File: src/rtl/bcd3_latch_counter.sv
module bcd3_latch_counter (
  input  logic       clk,
  input  logic       count_in,
  input  logic       count_hold,
  input  logic       latch_en,
  input  logic       master_reset,
  output logic [3:0] dig_ones,
  output logic [3:0] dig_tens,
  output logic [3:0] dig_hunds,
  output logic       overflow
);
  localparam int          DW  = 4;
  localparam logic [DW-1:0] TOP = DW'(9);

  logic          in_q;
  logic          ovf_q;
  logic          started_q = 1'b0;
  logic [DW-1:0] ones_q, tens_q, hund_q;
  logic [DW-1:0] ones_n, tens_n, hund_n;
  logic [DW-1:0] snap_o, snap_t, snap_h;

  wire fall   = in_q & ~count_in;
  wire step   = fall & ~count_hold & ~master_reset;
  wire c_ones = step & (ones_q == TOP);
  wire c_tens = c_ones & (tens_q == TOP);
  wire c_hund = c_tens & (hund_q == TOP);

  always_comb begin
    ones_n = ones_q;
    tens_n = tens_q;
    hund_n = hund_q;
    if (master_reset) begin
      ones_n = '0;
      tens_n = '0;
      hund_n = '0;
    end else if (step) begin
      ones_n = c_ones ? '0 : ones_q + 1'b1;
      if (c_ones) tens_n = c_tens ? '0 : tens_q + 1'b1;
      if (c_tens) hund_n = c_hund ? '0 : hund_q + 1'b1;
    end
  end

  always_ff @(posedge clk) begin
    in_q   <= count_in;
    ones_q <= ones_n;
    tens_q <= tens_n;
    hund_q <= hund_n;
    if (master_reset) begin
      ovf_q     <= 1'b0;
      started_q <= 1'b1;
    end else if (step) begin
      ovf_q <= c_hund;
    end
    if (!latch_en) begin
      snap_o <= ones_n;
      snap_t <= tens_n;
      snap_h <= hund_n;
    end
  end

  assign dig_ones  = latch_en ? snap_o : ones_q;
  assign dig_tens  = latch_en ? snap_t : tens_q;
  assign dig_hunds = latch_en ? snap_h : hund_q;
  assign overflow  = ovf_q;

  AST_RESET_CLEARS: assert property (@(posedge clk) disable iff (!started_q)
    master_reset |=> ({hund_q, tens_q, ones_q} == 12'h000 && !overflow));

  AST_HOLD_KEEPS: assert property (@(posedge clk) disable iff (master_reset)
    (count_hold && started_q) |=> $stable({hund_q, tens_q, ones_q}));

  AST_LATCH_FROZEN: assert property (@(posedge clk) disable iff (!started_q)
    (latch_en && $past(latch_en)) |-> $stable({dig_hunds, dig_tens, dig_ones}));

  AST_OVF_AT_WRAP: assert property (@(posedge clk) disable iff (master_reset || !started_q)
    $rose(overflow) |-> ($past({hund_q, tens_q, ones_q}) == 12'h999));

  AST_DIGIT_RANGE: assert property (@(posedge clk) disable iff (!started_q)
    (dig_ones <= TOP) && (dig_tens <= TOP) && (dig_hunds <= TOP));

  AST_ONES_WRAP: assert property (@(posedge clk) disable iff (master_reset || !started_q)
    (step && ones_q == TOP) |=> (ones_q == '0));
endmodule

File: config.mk
export PLATFORM = sky130hd
export DESIGN_NAME = bcd3_latch_counter
export DESIGN_NICKNAME = d
export VERILOG_FILES = /design/src/rtl/bcd3_latch_counter.sv
export SDC_FILE = /design/constraint.sdc
export NUM_CORES = 1
export LEC_CHECK = 0
export BUFFER_PORTS_ARGS = -buffer_cell sky130_fd_sc_hd__buf_4
export CAP_MARGIN = 20
export CORE_MARGIN = 2
export CORE_UTILIZATION = 50
export CTS_CLUSTER_SIZE = 28
export DETAILED_ROUTE_END_ITERATION = 10
export PLACE_DENSITY_LB_ADDON = 0.15
export SYNTH_ARGS = -nofsm -noshare
export SYNTH_HDL_FRONTEND = slang
export SYNTH_SLANG_ARGS = --single-unit
File: constraint.sdc
create_clock -name clk -period 2.28 [get_ports clk]
set_clock_uncertainty 0.2 [all_clocks]
set_input_delay 0.456 -clock clk [delete_from_list [all_inputs] [get_ports clk]]
set_output_delay 0.456 -clock clk [all_outputs]
set_load 0.02 [all_outputs]
==> flow_metrics.py <==
metrics = {
    "sta": {
        "fin_setup_tns_ps": 0,
        "hold_violations": 0,
        "finalMaxSlewViolations": 0,
        "finalSetupViolCount": 0,
        "whs_ps": 65.6,
        "fmaxAchievable_mhz": 481,
        "slew_headroom": 0.663,
        "rsz0062_at_grt": "false",
        "worstMarginPinSlew_ps": 506,
        "period_minus_slack_ps": 2080,
        "fin_crit_sh": 0.912,
    },
    "power": {
        "clkPwrFrac": 0.284,
        "vdd_drop_max_v": 0.000325,
        "p_leak_uw": 0.000575,
        "power_switching_uw": 172,
        "seqPwrFrac": 0.628,
        "swShare": 0.215,
        "powerDensity_nw_per_um2": 553,
        "power.internal_uw": 627,
        "pwr-share-comb": 0.088,
    },
    "yosys": {
        "synth-seq-area-share": 0.511,
        "synth_nets": 124,
        "yosysTopAreaCell": "edfxtp_1",
        "yosysTopAreaCellShare": 0.287,
        "synthCells": 113,
        "ys_warn_count": 0,
        "netlist_area_um2": 1250,
        "synth_area_leaders": "edfxtp_1, dfxtp_1, mux2_2, ha_1, nand2_1",
        "synth_seq_cells": 26,
        "ys_types": 30,
        "syn_area_per_cell_um2": 11.1,
    },
    "global_route": {
        "antenna_found_initial": 0,
        "grt-ovfl-total": 0,
        "grt_pass1_wl_mm": 3.52,
        "grt_pass1_vias": 830,
        "grt_start_max_net_pins": 17,
        "grtUsageTotal": 0.167,
    },
    "floorplan": {
        "core_area_um2": 2430,
        "fp.dieW_um": 54.1,
        "start_util": 0.515,
        "io_pins": 18,
        "row_count": 18,
        "chipHeight_um": 54.1,
        "die_area_um2": 2920,
    },
    "cts": {
        "clock_sinks": 26,
        "clockBufferDepth": 2,
        "cts_tree": "done",
        "clock_latency_ps": 310,
        "clk_pin_slew_ps": 130,
        "root_buffer": "clkbuf_4",
        "hold_buffers": 0,
        "cts_resized": 0,
        "cts-buffers-inserted": 3,
        "htreeDepth": 1,
        "post_cts_buffers": 0,
    },
    "hold_path": {
        "hp-class": "in -> reg",
        "hp-start": "count_in",
    },
    "routing": {
        "via_count": 873,
        "remaining_drc_errors": 0,
        "wire_per_inst_um": 13.4,
        "drt_iter0_drc": 5,
        "drtPass1Iterations": 4,
        "postRouteWirelength_mm": 2.16,
        "postRouteAntennaNets": 0,
        "vias_per_cell": 5.42,
    },
    "worst_setup_path": {
        "start_kind": "register",
        "startpoint": "ones_q[1]",
        "critPathArrivalTime_ps": 1960,
        "r2r-start": "ones_q[1]",
        "cp_data_required_time_ps": 2160,
        "critPathKind": "reg -> reg",
        "end_kind": "register",
        "r2r_slack_ps": 200,
        "crit_fanout": 5,
    },
    "place": {
        "gp_congestion": 0.745,
        "port-buffer-count": 17,
        "hpwl_mm": 1.50,
        "post_dp_cell_area_um2": 1410,
    },
    "final_layout": {
        "antenna_cells": 0,
        "final_area_um2": 1440,
        "drive_gt1_frac": 0.282,
        "layout.nets": 143,
        "syn_to_final_growth_pct": 15.2,
    },
    "job": {
        "cap_viol_max_count": 0,
    },
    "run_status": {
        "status": "complete, no violations",
    },
}
flip-flops by register name, summed over array words and instances, names as in the netlist:
| signal | flops |
|---|---|
| ones_q | 4 |
| hund_q | 4 |
| snap_h | 4 |
| snap_t | 4 |
| overflow | 1 |
| in_q | 1 |
| tens_q | 4 |
| snap_o | 4 |
critical path, cell delays in order, from the launching register on:
cell     delay (ps)
dfxtp_1         410
inv_1            90
ha_1            210
and3b_1         280
and2_1          230
nand3_1          90
mux2_2          340
area by class of cell:
cell class | instances | area (um2)
repair buffers | 19 | 143
multi-input cells | 78 | 572
inverters | 4 | 15.0
clock buffers | 4 | 36.3
well taps | 30 | 37.5
fillers | 227 | 988
flip-flops and latches | 26 | 641
cells in the mapped netlist:
cell and number:
a21oi_1 8, nor2b_1 3, a31o_2 1, inv_1 4, o32ai_1 1, o21ai_0 6
buf_1 1, nor2_1 2, nand3_4 1, o22ai_1 1, and2b_1 3, nor4b_4 1
nand2_1 12, or2b_1 1, clkbuf_1 3, dfxtp_1 14, a31oi_1 2, and3b_1 2
o31ai_1 2, and2_1 1, a211o_1 1, buf_6 1, mux2_2 10, nand2_4 1
edfxtp_1 12, nand3_1 4, or3_1 4, ha_1 6, nand4_1 2, nand2b_1 3
path summary, 6_finish.rpt:
| kind | to | cells after the start |
|---|---|---|
| max | snap_h[2] | 6 |
| min | in_q | 1 |
| max reg2reg | snap_h[2] | 6 |
| min reg2reg | overflow | 2 |
metrics by stage:
| step | util | worst slack [ps] | std cells | power, uW |
|---|---|---|---|---|
| 4_1_cts | 0.594 | 191 | 161 | 808 |
| 5_1_grt | 0.594 | 118 | 161 | 830 |
| 3_3_place_gp | 0.579 | 208 | 157 | 582 |
| 6_report | 0.594 | 200 | 161 | 799 |
| 3_5_place_dp | 0.579 | 152 | 157 | 583 |
| 2_1_floorplan | - | 215 | 113 | 554 |
cell usage in the layout, fill, tap and decap left out, types with 4 or more instances in the layout:
| master | n |
|---|---|
| nand3_1 | 4 |
| mux2_2 | 10 |
| buf_4 | 19 |
| nand2_1 | 12 |
| o21ai_0 | 6 |
| ha_1 | 6 |
| a21oi_1 | 8 |
| dfxtp_1 | 14 |
| inv_1 | 4 |
| or3_1 | 4 |
| edfxtp_1 | 12 |
routing by layer:
layer / up-vias / wire [um] / GRT usage
met1: 418 / 967 / 0.212
met5: - / 0 / 0
met3: 2 / 64 / 0.0250
met4: 0 / 15 / 0.0625
met2: 10 / 1110 / 0.287
li1: 443 / - / -
logic make-up (layout without fill, tap and decap cells):
family          count (synthesis)  after routing  synth area share
fa+ha+maj                       6              6            0.0599
flops                          26             26             0.511
simple gates                   40             40             0.203
buf+inv                         9             27            0.0329
compound gates                 22             22             0.104
mux                            10             10            0.0898
power groups by stage:
stage	Sequential, uW	Combinational [uW]	Clock (uW)
finish	501	70.6	227
global route	503	75.5	251
floorplan	512	41.8	0
global placement	512	70.7	0
detailed placement	512	71.1	0
CTS	502	71.5	235
(Power assumes the default switching activity.)
